### config.mk
export PLATFORM = sky130hd
export DESIGN_NAME = dual_capture_unit
export DESIGN_NICKNAME = d
export VERILOG_FILES = /design/src/rtl/dcu_pkg.sv /design/src/rtl/dcu_edge.sv /design/src/rtl/dcu_slot.sv /design/src/rtl/dual_capture_unit.sv
export SDC_FILE = /design/constraint.sdc
export NUM_CORES = 1
export LEC_CHECK = 0
export BUFFER_PORTS_ARGS = -buffer_cell sky130_fd_sc_hd__clkbuf_2
export CORE_ASPECT_RATIO = 0.6
export CORE_MARGIN = 2
export CORE_UTILIZATION = 55
export CTS_CLUSTER_SIZE = 30
export DETAILED_ROUTE_END_ITERATION = 8
export PLACE_DENSITY = 0.71
export SKIP_CTS_REPAIR_TIMING = 1
export SYNTH_ARGS = -nofsm -noshare
export SYNTH_HDL_FRONTEND = slang
export SYNTH_HIERARCHICAL = 1
export SYNTH_SLANG_ARGS = --single-unit
### constraint.sdc
create_clock -name clk -period 4.1 [get_ports clk]
set_input_delay 0.41 -clock clk [delete_from_list [all_inputs] [get_ports clk]]
set_output_delay 0.41 -clock clk [all_outputs]
set_load 0.005 [all_outputs]
### src/rtl/dcu_pkg.sv
`timescale 1ns/1ps
package dcu_pkg;
  typedef enum logic [1:0] {
    EDGE_OFF  = 2'b00,
    EDGE_RISE = 2'b01,
    EDGE_FALL = 2'b10,
    EDGE_BOTH = 2'b11
  } edge_sel_e;

  // system control bit positions
  localparam int SC_LATCH  = 0;
  localparam int SC_BUF    = 1;
  localparam int SC_ACCMUX = 2;
  localparam int SC_FMODE  = 3;
  localparam int SC_SHARE0 = 4;
endpackage

### src/rtl/dcu_edge.sv
`timescale 1ns/1ps
module dcu_edge
  import dcu_pkg::*;
(
  input  logic       clk,
  input  logic       rst_n,
  input  logic       pin_i,
  input  logic [1:0] sel_i,
  output logic       ev_o
);
  logic s1_q, s2_q, prev_q;
  logic rise, fall;

  always_ff @(posedge clk or negedge rst_n) begin
    if (!rst_n) begin
      s1_q   <= 1'b0;
      s2_q   <= 1'b0;
      prev_q <= 1'b0;
    end else begin
      s1_q   <= pin_i;
      s2_q   <= s1_q;
      prev_q <= s2_q;
    end
  end

  always_comb begin
    rise = s2_q & ~prev_q;
    fall = ~s2_q & prev_q;
    case (edge_sel_e'(sel_i))
      EDGE_RISE: ev_o = rise;
      EDGE_FALL: ev_o = fall;
      EDGE_BOTH: ev_o = rise | fall;
      default:   ev_o = 1'b0;
    endcase
  end
endmodule

### src/rtl/dcu_slot.sv
`timescale 1ns/1ps
module dcu_slot #(
  parameter int CW = 16
) (
  input  logic          clk,
  input  logic          rst_n,
  input  logic [CW-1:0] cnt_i,
  input  logic          event_i,
  input  logic          nov_i,
  input  logic          buf_en_i,
  input  logic          fmode_i,
  input  logic          rd_cap_i,
  input  logic          rd_hold_i,
  output logic [CW-1:0] cap_o,
  output logic [CW-1:0] hold_o,
  output logic          cap_empty_o,
  output logic          hold_empty_o,
  output logic          flag_set_o
);
  logic [CW-1:0] cap_q, cap_d, hold_q, hold_d;
  logic          cempty_q, cempty_d, hempty_q, hempty_d;
  logic          shift, cap_wr, both_full;

  always_comb begin
    shift     = buf_en_i && !cempty_q && (!nov_i || hempty_q);
    cap_wr    = event_i && (shift || !nov_i || cempty_q);
    both_full = shift || (!hempty_q && !rd_hold_i);
    cap_d      = cap_q;
    hold_d     = hold_q;
    cempty_d   = cempty_q | rd_cap_i;
    hempty_d   = hempty_q | rd_hold_i;
    flag_set_o = 1'b0;
    if (cap_wr) begin
      cap_d    = cnt_i;
      cempty_d = 1'b0;
      if (shift) begin
        hold_d   = cap_q;
        hempty_d = 1'b0;
      end
      flag_set_o = !(fmode_i && nov_i) || both_full;
    end
  end

  always_ff @(posedge clk or negedge rst_n) begin
    if (!rst_n) begin
      cap_q    <= '0;
      hold_q   <= '0;
      cempty_q <= 1'b1;
      hempty_q <= 1'b1;
    end else begin
      cap_q    <= cap_d;
      hold_q   <= hold_d;
      cempty_q <= cempty_d;
      hempty_q <= hempty_d;
    end
  end

  assign cap_o        = cap_q;
  assign hold_o       = hold_q;
  assign cap_empty_o  = cempty_q;
  assign hold_empty_o = hempty_q;
endmodule

### src/rtl/dual_capture_unit.sv
`timescale 1ns/1ps
module dual_capture_unit
  import dcu_pkg::*;
#(
  parameter  int NCH = 8,
  parameter  int CW  = 16,
  localparam int AW  = $clog2(2*NCH+4)
) (
  input  logic           clk,
  input  logic           rst_n,
  input  logic           special_mode,
  input  logic [NCH-1:0] cap_pin,
  input  logic           wr_en,
  input  logic           rd_en,
  input  logic [AW-1:0]  addr,
  input  logic [CW-1:0]  wdata,
  output logic [CW-1:0]  rdata
);
  localparam int NPAIR = NCH / 2;
  localparam int SW    = SC_SHARE0 + NPAIR;
  localparam int EW    = 2 * NCH;
  localparam logic [AW-1:0] A_EDGE = AW'(2*NCH);
  localparam logic [AW-1:0] A_FLAG = AW'(2*NCH + 1);
  localparam logic [AW-1:0] A_NOVW = AW'(2*NCH + 2);
  localparam logic [AW-1:0] A_SYSC = AW'(2*NCH + 3);

  logic [CW-1:0]           cnt_q;
  logic [EW-1:0]           edge_q, edge_d;
  logic [NCH-1:0]          nov_q, nov_d, flags_q, flags_d, flag_clr;
  logic [SW-1:0]           sysc_q, sysc_d;
  logic                    lock_q, lock_d, sysc_wr;
  logic [NCH-1:0]          ev_raw, ev, rd_cap, rd_hold, flag_set;
  logic [NCH-1:0]          cap_empty, hold_empty;
  logic [NCH-1:0][CW-1:0]  cap_v, hold_v;

  // per-channel edge detection and storage
  for (genvar k = 0; k < NCH; k++) begin : g_ch
    dcu_edge u_edge (
      .clk   (clk),
      .rst_n (rst_n),
      .pin_i (cap_pin[k]),
      .sel_i (edge_q[2*k+1:2*k]),
      .ev_o  (ev_raw[k])
    );
    assign rd_cap[k]  = rd_en && (addr == AW'(k));
    assign rd_hold[k] = rd_en && (addr == AW'(NCH + k));
    dcu_slot #(.CW(CW)) u_slot (
      .clk          (clk),
      .rst_n        (rst_n),
      .cnt_i        (cnt_q),
      .event_i      (ev[k]),
      .nov_i        (nov_q[k]),
      .buf_en_i     (sysc_q[SC_BUF]),
      .fmode_i      (sysc_q[SC_FMODE]),
      .rd_cap_i     (rd_cap[k]),
      .rd_hold_i    (rd_hold[k]),
      .cap_o        (cap_v[k]),
      .hold_o       (hold_v[k]),
      .cap_empty_o  (cap_empty[k]),
      .hold_empty_o (hold_empty[k]),
      .flag_set_o   (flag_set[k])
    );
  end

  // pair linking: lower channel's detected edge can drive the upper channel
  for (genvar p = 0; p < NPAIR; p++) begin : g_pair
    assign ev[p]         = ev_raw[p];
    assign ev[p + NPAIR] = sysc_q[SC_SHARE0 + p] ? ev_raw[p] : ev_raw[p + NPAIR];
  end

  // register next state
  always_comb begin
    sysc_wr  = wr_en && (addr == A_SYSC);
    edge_d   = (wr_en && addr == A_EDGE) ? wdata[EW-1:0] : edge_q;
    nov_d    = (wr_en && addr == A_NOVW) ? wdata[NCH-1:0] : nov_q;
    flag_clr = (wr_en && addr == A_FLAG) ? wdata[NCH-1:0] : '0;
    flags_d  = (flags_q & ~flag_clr) | flag_set;
    sysc_d   = (sysc_wr && (special_mode || !lock_q)) ? wdata[SW-1:0] : sysc_q;
    lock_d   = lock_q | (sysc_wr && !special_mode);
  end

  always_ff @(posedge clk or negedge rst_n) begin
    if (!rst_n) begin
      cnt_q   <= '0;
      edge_q  <= '0;
      nov_q   <= '0;
      flags_q <= '0;
      sysc_q  <= '0;
      lock_q  <= 1'b0;
    end else begin
      cnt_q   <= cnt_q + 1'b1;
      edge_q  <= edge_d;
      nov_q   <= nov_d;
      flags_q <= flags_d;
      sysc_q  <= sysc_d;
      lock_q  <= lock_d;
    end
  end

  // read mux
  always_comb begin
    rdata = '0;
    for (int k = 0; k < NCH; k++) begin
      if (addr == AW'(k))       rdata = cap_v[k];
      if (addr == AW'(NCH + k)) rdata = hold_v[k];
    end
    if (addr == A_EDGE) rdata = CW'(edge_q);
    if (addr == A_FLAG) rdata = CW'(flags_q);
    if (addr == A_NOVW) rdata = CW'(nov_q);
    if (addr == A_SYSC) rdata = CW'(sysc_q);
  end
endmodule

Word-level counts from Yosys, hierarchy flattened
Index checks and enable logic that the tools add are counted.
{"block": "word_totals", "output_inout_bits": 16, "word_cells": 385, "reg_bits": 353, "in_bits": 34}
{"block": "classes", "n_addsub": 1, "bitwise_logic": 60, "eq_ne": 43, "n_mux": 65, "reduce_logical": 154}
{"cell": "$mux W16", "n": 20}
{"cell": "$logic_and A1 B1 Y1", "n": 62}
{"cell": "$logic_not A1 Y1", "n": 42}
{"cell": "$logic_or A1 B1 Y1", "n": 41}
{"cell": "$eq A5 B4 Y1 const B", "n": 8}
{"cell": "$mux W1", "n": 36}
{"cell": "$eq A2 B2 Y1 const B", "n": 16}
{"cell": "$or A1 B1 Y1", "n": 25}
{"cell": "$pmux W1 S3", "n": 8}
{"cell": "$eq A5 B3 Y1 const B", "n": 4}
{"cell": "$eq A5 B5 Y1 const B", "n": 4}
{"cell": "$add A16 B1 Y16 const B", "n": 1}
{"cell": "$and A1 B1 Y1", "n": 16}
{"cell": "$eq A2 B1 Y1 const B", "n": 8}
{"cell": "$not A1 Y1", "n": 16}
{"cell": "$reduce_and A2 Y1", "n": 8}
{"cell": "$eq A5 B2 Y1 const B", "n": 2}
{"cell": "$and A8 B8 Y8", "n": 1}
{"cell": "$mux W8", "n": 1}
{"cell": "$not A8 Y8", "n": 1}
{"cell": "$or A8 B8 Y8", "n": 1}
{"cell": "$eq A5 B1 Y1 const B", "n": 1}
{"cell": "$logic_not A5 Y1", "n": 1}

Depth between registers and ports, before layout
Gate-level depths: netlist of the first run.
{"block": "depth", "word_depth": 21, "ltp_mapped": 10, "depth_no_buf": 9}

Modules after synthesis
The synthesis of the first run kept the hierarchy.
{"mod": "dcu_slot", "cells_each": 81, "area_per_inst_um2": 1401.3, "n_inst": 8, "seq_area_each_um2": 853.3}
{"mod": "dual_capture_unit", "cells_each": 657, "area_per_inst_um2": 5639.2, "n_inst": 1, "seq_area_each_um2": 1426.4}
{"mod": "dcu_edge", "cells_each": 12, "area_per_inst_um2": 133.9, "n_inst": 8, "seq_area_each_um2": 75.1}

Least setup slack after synthesis of the first run
Ideal clock, no wire load.
{"block": "synth_path", "path_kind": "input-to-output", "from": "input addr[0]", "to": "output rdata[8]", "cell_stages": 7, "path_buffers": 2, "t_arrival_ns": 1.824, "required_ns": 3.690, "slack_ns": 1.866, "cell_sequence": "buf_4 -> buf_2 -> or2_2 -> a2111oi_2 -> o221ai_1 -> and3_1 -> o211ai_2"}
{"block": "synth_via", "elab_chain_cells": 21, "word_cells_on_any_way": 40, "cone_classes": "19 x eq/ne; 20 x mux; 1 x reduce/logical"}
{"element": "from (decl)", "line": "dual_capture_unit.sv:15", "text": "input logic [AW-1:0] addr,"}
{"element": "$logic_not A5 Y1", "line": "dual_capture_unit.sv:104", "text": "if (addr == AW'(k)) rdata = cap_v[k];"}
{"element": "$mux W16", "line": "dual_capture_unit.sv:104"}
{"element": "$mux W16", "line": "dual_capture_unit.sv:105", "text": "if (addr == AW'(NCH + k)) rdata = hold_v[k];"}
{"element": "$mux W16", "line": "dual_capture_unit.sv:104"}
{"element": "$mux W16", "line": "dual_capture_unit.sv:105"}
{"element": "$mux W16", "line": "dual_capture_unit.sv:104"}
{"element": "$mux W16", "line": "dual_capture_unit.sv:105"}
{"element": "$mux W16", "line": "dual_capture_unit.sv:104"}
{"element": "[... 5 more ...]"}
{"element": "$mux W16", "line": "dual_capture_unit.sv:104"}
{"element": "$mux W16", "line": "dual_capture_unit.sv:105"}
{"element": "$mux W16", "line": "dual_capture_unit.sv:104"}
{"element": "$mux W16", "line": "dual_capture_unit.sv:105"}
{"element": "$mux W16", "line": "dual_capture_unit.sv:107", "text": "if (addr == A_EDGE) rdata = CW'(edge_q);"}
{"element": "$mux W16", "line": "dual_capture_unit.sv:108", "text": "if (addr == A_FLAG) rdata = CW'(flags_q);"}
{"element": "$mux W16", "line": "dual_capture_unit.sv:109", "text": "if (addr == A_NOVW) rdata = CW'(nov_q);"}
{"element": "$mux W16 (*)", "line": "dual_capture_unit.sv:110", "text": "if (addr == A_SYSC) rdata = CW'(sysc_q);"}
{"element": "to (decl)", "line": "dual_capture_unit.sv:17", "text": "output logic [CW-1:0] rdata"}
Mark *: on every way between the ends. The rest lies on a longest branch, timed or not.

Worst setup path in the final report of the first run
{"block": "layout_path", "from": "input addr[0]", "to": "output rdata[14]"}
The elaborated chain is that of the path after synthesis.

==> metrics.md, run 1 <==
| Metric | Value |
|---|---|
| Global route total overflow | 0 |
| Hpwl dp | 38500 µm |
| Starting Density | 55.6% |
| Min Tclk post-route | 3.77 ns |
| Largest net degree at the start of global routing | 104 |
| Setup TNS | 0 ns |
| Seq/Total Area, Yosys | 49.4% |
| Via Count | 12800 |
| I/O Buffers | 49 |
| Final ANT Viol Nets | 0 |
| I/O pins | 50 |
| Detail-routed via count per cell | 6.66 |
| Commonest non-fill, non-tap cell in the layout | dfrtp_1 |
| CTS clock-pin slew for the worst setup and hold paths | 0.06 ns |
| Layout area overhead | 10.1% |
| Commonest cells after routing, fill and taps aside | dfrtp_1 (337), mux2_2 (153), mux2_4 (146), nor2_1 (56), clkbuf_2 (48) |
| CORE AREA | 0.0322 mm² |
| Wire length of the first global-routing pass | 82700 µm |
| FF+latch count, synth | 353 |
| R2r setup slk | 1.18 ns |
| Max Slew Vio Count | 0 |
| Buf/Inv on CP | 3 |
| Main flop type after synthesis | dfrtp_1 |
| Crit path cell chain | clkbuf_2, buf_4, nor2b_1, a21oi_1, nor4_1, a211oi_1, a31oi_1, clkbuf_2 |
| Clock Skew | 0.0216 ns |
| Die Area | 0.0341 mm² |
| Pwr/cell area | 494 mW/mm² |
| Slowest CP cell | nor2b_1 |
| Final Hold Vio Count | 0 |
| Post-synth EDFFs | 0 |
| Placement Cell Area | 0.0185 mm² |
| Chip Height | 144 µm |
| CTS root buf | clkbuf_16 |
| H-Tree Depth | 2 |
| Routability cong. | 1.04 |
| VDD IR max | 0.359 mV |
| Pleak | 9.13 nW |
| Layout net count | 1517 |
| Die Wd | 237 µm |
| Initial antenna violation count | 2 |
| Netlist cell types | 88 |
| Initial drt markers | 1646 |
| Synth Area per Inst | 12.8 µm² |
| Hold path depth | 2 |
| Synthesis Warnings | 6 |
| Worst hold path type | primary input to flop |
| CP max FO | 27 |
| Ys async rst share | 100% |
| F_max | 265 MHz |
| CTS tree | yes |
| HP Start | special_mode |
| Routed WL | 55100 µm |
| WS Path Type | primary input to output pin |
| # setup viols final | 0 |
| Worst path top cell family by delay | simple AND/OR/NAND/NOR gates |
| Cell mode on critical path | clkbuf_2 |
| Worst path depth | 8 |
| Crit path largest cell delay | 0.74 ns |
| Total Routing Usage GR | 33.0% |
| Reg-to-Reg Start | g_ch[3].u_edge/s2_q |
| Slew HR | 14.6% |
| Residual DRC | 0 |
| Max Cap Violations | 0 |
| Design Area, Final | 0.0197 mm² |
| Reg2Reg Capture Point | g_ch[7].u_slot/hold_o[0] |
| R2R cell count | 9 |
| CTS buffer count | 34 |
| Ratio of final minimum period to clock period | 92.0% |
| Setup crit start kind | primary input |
| Outcome | completed |
| Critical Path End Type | output pin |
| Clock Latency Late Sink | 0.54 ns |
| Routed length per instance | 28.7 µm |
| Worst-margin pin slew | 1.26 ns |
| Worst Path Required | 3.69 ns |
| Crit path DAT | 3.36 ns |
| First drt pass iteration count | 6 |
| Worst Hold End | lock_q |
| Rows | 51 |
| Post-synthesis cell count | 1401 |
| RSZ-0062 raised after global routing | no |
| Number of global-route vias before repair | 12700 |
| Layout cells sized above 1 | 34.4% |
| Syn_nets | 1452 |
| CTS Sinks | 353 |
| Synthesized cell area | 0.0179 mm² |
| Clk buf depth | 3 |
[kinds of logic (layout without fill, tap and decap cells)]
group                    Yosys count  after routing  synth area share [%]
flip-flops                       353            353                  49.4
AND/OR/NAND/NOR                  340            340                  10.9
multiplexers                     320            320                  23.2
AO/OA/AOI/OAI                    257            257                  10.6
buffers and inverters            100            189                  4.06
adder cells (fa/ha/maj)           17             17                  1.19
XOR/XNOR                          14             14                 0.684
other                              0              4                     0
[stage by stage]
stage | utilization [%] | worst slack, ns | hold WS (ns) | total power [mW] | cells
final | 61.2 | 0.329 | 0.0671 | 9.74 | 1918
after global routing | 61.2 | 0.355 | 0.0731 | 10.1 | 1916
after CTS | 60.9 | 0.543 | -0.0571 | 9.71 | 1905
after detailed placement | 57.3 | 0.641 | 0.336 | 6.36 | 1845
after global placement | 57.3 | 0.628 | 0.332 | 6.28 | 1845
after floorplan | - | 1.87 | 0.114 | 5.75 | 1401
[worst max-delay path by stage]
stage,start,to
2_1_floorplan,addr[0],rdata[8]
3_3_place_gp,addr[0],rdata[14]
3_5_place_dp,addr[0],rdata[7]
4_1_cts,addr[0],rdata[14]
5_1_grt,addr[0],rdata[14]
6_report,addr[0],rdata[14]
[report_power, final]
| group | leakage [nW] | internal, mW | switching (mW) |
|---|---|---|---|
| clock network | 0.574 | 1.94 | 1.43 |
| registers | 4.58 | 4.08 | 0.545 |
| logic | 3.98 | 0.902 | 0.853 |
[cell usage after synthesis, drive strengths merged (5+ instances only)]
master,n,area (µm²)
a2111oi,7,68.8
a211oi,16,120
a21o,9,67.6
a21oi,37,189
a221oi,10,87.6
a22oi,20,150
a31oi,8,50.1
a32oi,7,61.3
and2,10,62.6
and3,35,219
buf,63,588
clkbuf,14,52.6
dfrtp,337,8430
dfstp,16,420
ha,17,213
inv,23,86.3
mux2,299,3920
mux2i,19,190
nand2,48,188
nand2b,32,200
nand3,31,155
nand3b,7,52.6
nand4,6,37.5
nor2,64,265
nor2b,39,244
nor3,16,96.4
nor3b,8,80.1
nor4,5,31.3
o211ai,10,80.1
o21a,14,105
o21ai,48,330
o221a,5,56.3
o221ai,10,87.6
o22ai,22,138
or2,7,43.8
or3,7,43.8
or3b,6,52.6
xnor2,12,105
[per-layer routing]
layer  vias to the layer above  routed length [µm]  global-route usage [%]  part of all wire [%]
met5                         -                   0                       0                     0
met4                         0                1530                    11.2                   2.8
met1                      6608               24800                    48.8                    45
li1                       5286                   -                       -                     -
met3                       123                6360                    11.1                    12
met2                       751               22400                    45.1                    41
[registers in the layout, summed over array words and instances, names as in the netlist, 16 cells and up]
register,cells
g_ch.u_slot/cap_o,128
edge_q,16
cnt_q,16
g_ch.u_slot/hold_o,128
[layout make-up]
type | instances | area (µm²)
Antenna cell | 4 | 10.0
Clock buffer | 46 | 977
Clock inverter | 14 | 184
Fill cell | 2537 | 12500
Inverter | 23 | 86.3
Multi-Input combinational cell | 948 | 8340
Sequential cell | 353 | 8850
Tap cell | 424 | 531
Timing Repair Buffer | 106 | 743
Power figures use the tool's default switching activity.
==> inputs of run 2 (changes only) <==
- CORE_MARGIN: 2 -> 5
==> run 2 against run 1 <==
The run now ends with hold timing left. Sequential power is essentially flat. Total power down 0.30%. Combinational power hardly changed. Die area rose by 6.8%. Sequential share of layout area grew 0.060 points. First-iteration DRC count is 2.9% higher. Hold slack worse by 0.13 ns. Clock skew decreased by 0.0014 ns. Highest routed layer unchanged.
==> metrics.md, run 2 (same netlist as run 1, synthesis figures left out) <==
| Metric | Value |
|---|---|
| Total Routing Usage GR | 30.5% (-2.5 points) |
| Worst hold path type | primary input to asynchronous set/reset pin |
| N_diodes | 0 (-4) |
| Min Tclk post-route | 3.82 ns (+0.0506 ns) |
| Largest net degree at the start of global routing | 110 (+5.8%) |
| Number of global-route vias before repair | 12600 (-0.85%) |
| Crit path DAT | 3.41 ns (+0.05 ns) |
| CTS buffer count | 34 (unchanged) |
| H-Tree Depth | 2 (unchanged) |
| Crit path largest cell delay | 0.85 ns (+0.11 ns) |
| CTS clock-pin slew for the worst setup and hold paths | 0.07 ns (about the same) |
| Max Slew Vio Count | 0 (unchanged) |
| Hpwl dp | 38900 µm (+1.1%) |
| Min Hold Slack | -0.0602 ns (-0.127 ns) |
| F_max | 262 MHz (-1.3%) |
| Critical Path End Type | output pin |
| Via Count | 12700 (-0.36%) |
| Final ANT Viol Nets | 0 (unchanged) |
| Slew HR | 23.9% (+9.4 points) |
| Routed WL | 55700 µm (+0.98%) |
| Final Hold Vio Count | 40 (+40) |
| Ratio of final minimum period to clock period | 93.2% (+1.2 points) |
| Detail-routed via count per cell | 6.65 (about the same) |
| Routed length per instance | 29.1 µm (+1.2%) |
| Layout cells sized above 1 | 34.2% (-0.18 points) |
| VDD IR max | 0.324 mV (-9.7%) |
| Die Wd | 243 µm (+2.5%) |
| Clock Skew | 0.0203 ns (-0.00135 ns) |
| Chip Height | 150 µm (+4.2%) |
| Commonest cells after routing, fill and taps aside | dfrtp_1 (337), mux2_2 (153), mux2_4 (146), nor2_1 (56), clkbuf_2 (48) |
| I/O Buffers | 49 (unchanged) |
| Routability cong. | 1.01 (-2.8%) |
| Commonest non-fill, non-tap cell in the layout | dfrtp_1 |
| Outcome | finished with violations |
| Clock Latency Late Sink | 0.55 ns (about the same) |
| Reg-to-Reg Start | g_ch[3].u_edge/s2_q |
| Starting Density | 55.5% (-0.11 points) |
| Wire length of the first global-routing pass | 83100 µm (+0.49%) |
| Setup TNS | 0 ns (unchanged) |
| Setup crit start kind | primary input |
| Layout area overhead | 9.94% |
| Worst Path Required | 3.69 ns (about the same) |
| Crit path cell chain | clkbuf_2, nor2b_2, buf_4, nand3_1, a32oi_1, a2111oi_0, nor4bb_1, buf_4, clkbuf_2 |
| CTS root buf | clkbuf_16 |
| Layout net count | 1517 (unchanged) |
| Max Cap Violations | 0 (unchanged) |
| CP max FO | 24 (-11%) |
| Clk buf depth | 3 (unchanged) |
| Failing checks | hold timing |
| WS Path Type | primary input to output pin |
| CTS Sinks | 353 (unchanged) |
| Total power | 9.71 mW (-0.30%) |
| Pleak | 9.11 nW (-0.27%) |
| Worst-margin pin slew | 1.14 ns (-0.127 ns) |
| CP startpoint | addr[3] |
| Pwr/cell area | 493 mW/mm² (-0.17%) |
| Global route total overflow | 0 (unchanged) |
| Fillers | 2542 (+0.20%) |
| I/O pins | 50 (unchanged) |
| Rows | 51 (unchanged) |
| Initial drt markers | 1693 (+2.9%) |
| Finished Core Util | 61.0% (-0.20 points) |
| First drt pass iteration count | 5 (-1) |
| R2R cell count | 9 (unchanged) |
| CORE AREA | 0.0323 mm² (+0.20%) |
| Initial antenna violation count | 0 (-2) |
| RSZ-0062 raised after global routing | no |
| # setup viols final | 0 (unchanged) |
| Residual DRC | 0 (unchanged) |
| Die Area | 0.0364 mm² (+6.8%) |
| Slowest CP cell | nor4bb_1 |
| CTS tree | yes |
[run 2: metrics by stage]
stage / area, µm² / instances / setup slack (ns)
2_1_floorplan: 17900 / 1401 / 1.87
3_3_place_gp: 18500 / 1846 / 0.481
3_5_place_dp: 18500 / 1846 / 0.431
4_1_cts: 19600 / 1905 / 0.410
5_1_grt: 19700 / 1913 / 0.309
6_report: 19700 / 1913 / 0.279
[run 2: power breakdown]
group          internal, mW  leakage (nW)  switching [mW]
combinational         0.903          3.98           0.862
clock                  1.87         0.546            1.42
sequential             4.08          4.58           0.578
[run 2: final cells by class]
class	instances	area (µm²)	area share, %
inverters	23	86.3	0.438
clock inverters	13	199	1.01
repair buffers	106	753	3.82
multi-input cells	948	8340	42.3
flip-flops and latches	353	8850	44.9
clock buffers	46	936	4.75
well taps	424	531	2.69
[run 2: critical path, delay by kind of cell]
kind	cells	cell delay, ns
and+or+nand+nor	3	1.58
buffers and inverters	4	1.08
AOI/OAI and AO/OA	2	0.32
[run 2: routing by layer]
metal  GRT usage, %  vias to the layer above  wire length [µm]
li1               -                     5296                 -
met3           11.2                      122              6980
met5              0                        -                 0
met2           40.5                      783             21700
met1           46.9                     6521             25300
met4           8.25                        0              1650
[run 2: path summary, 6_finish.rpt]
path | end | slack (ns)
min in group clk | lock_q | 0.07
max in group asynchronous | g_ch[5].u_slot/hold_o[8] | 3.06
setup reg to reg | g_ch[7].u_slot/hold_o[5] | 1.23
hold / removal | g_ch[5].u_slot/cap_o[11] | -0.06
hold reg to reg | g_ch[3].u_edge/s2_q | 0.35
setup / recovery | rdata[3] | 0.28
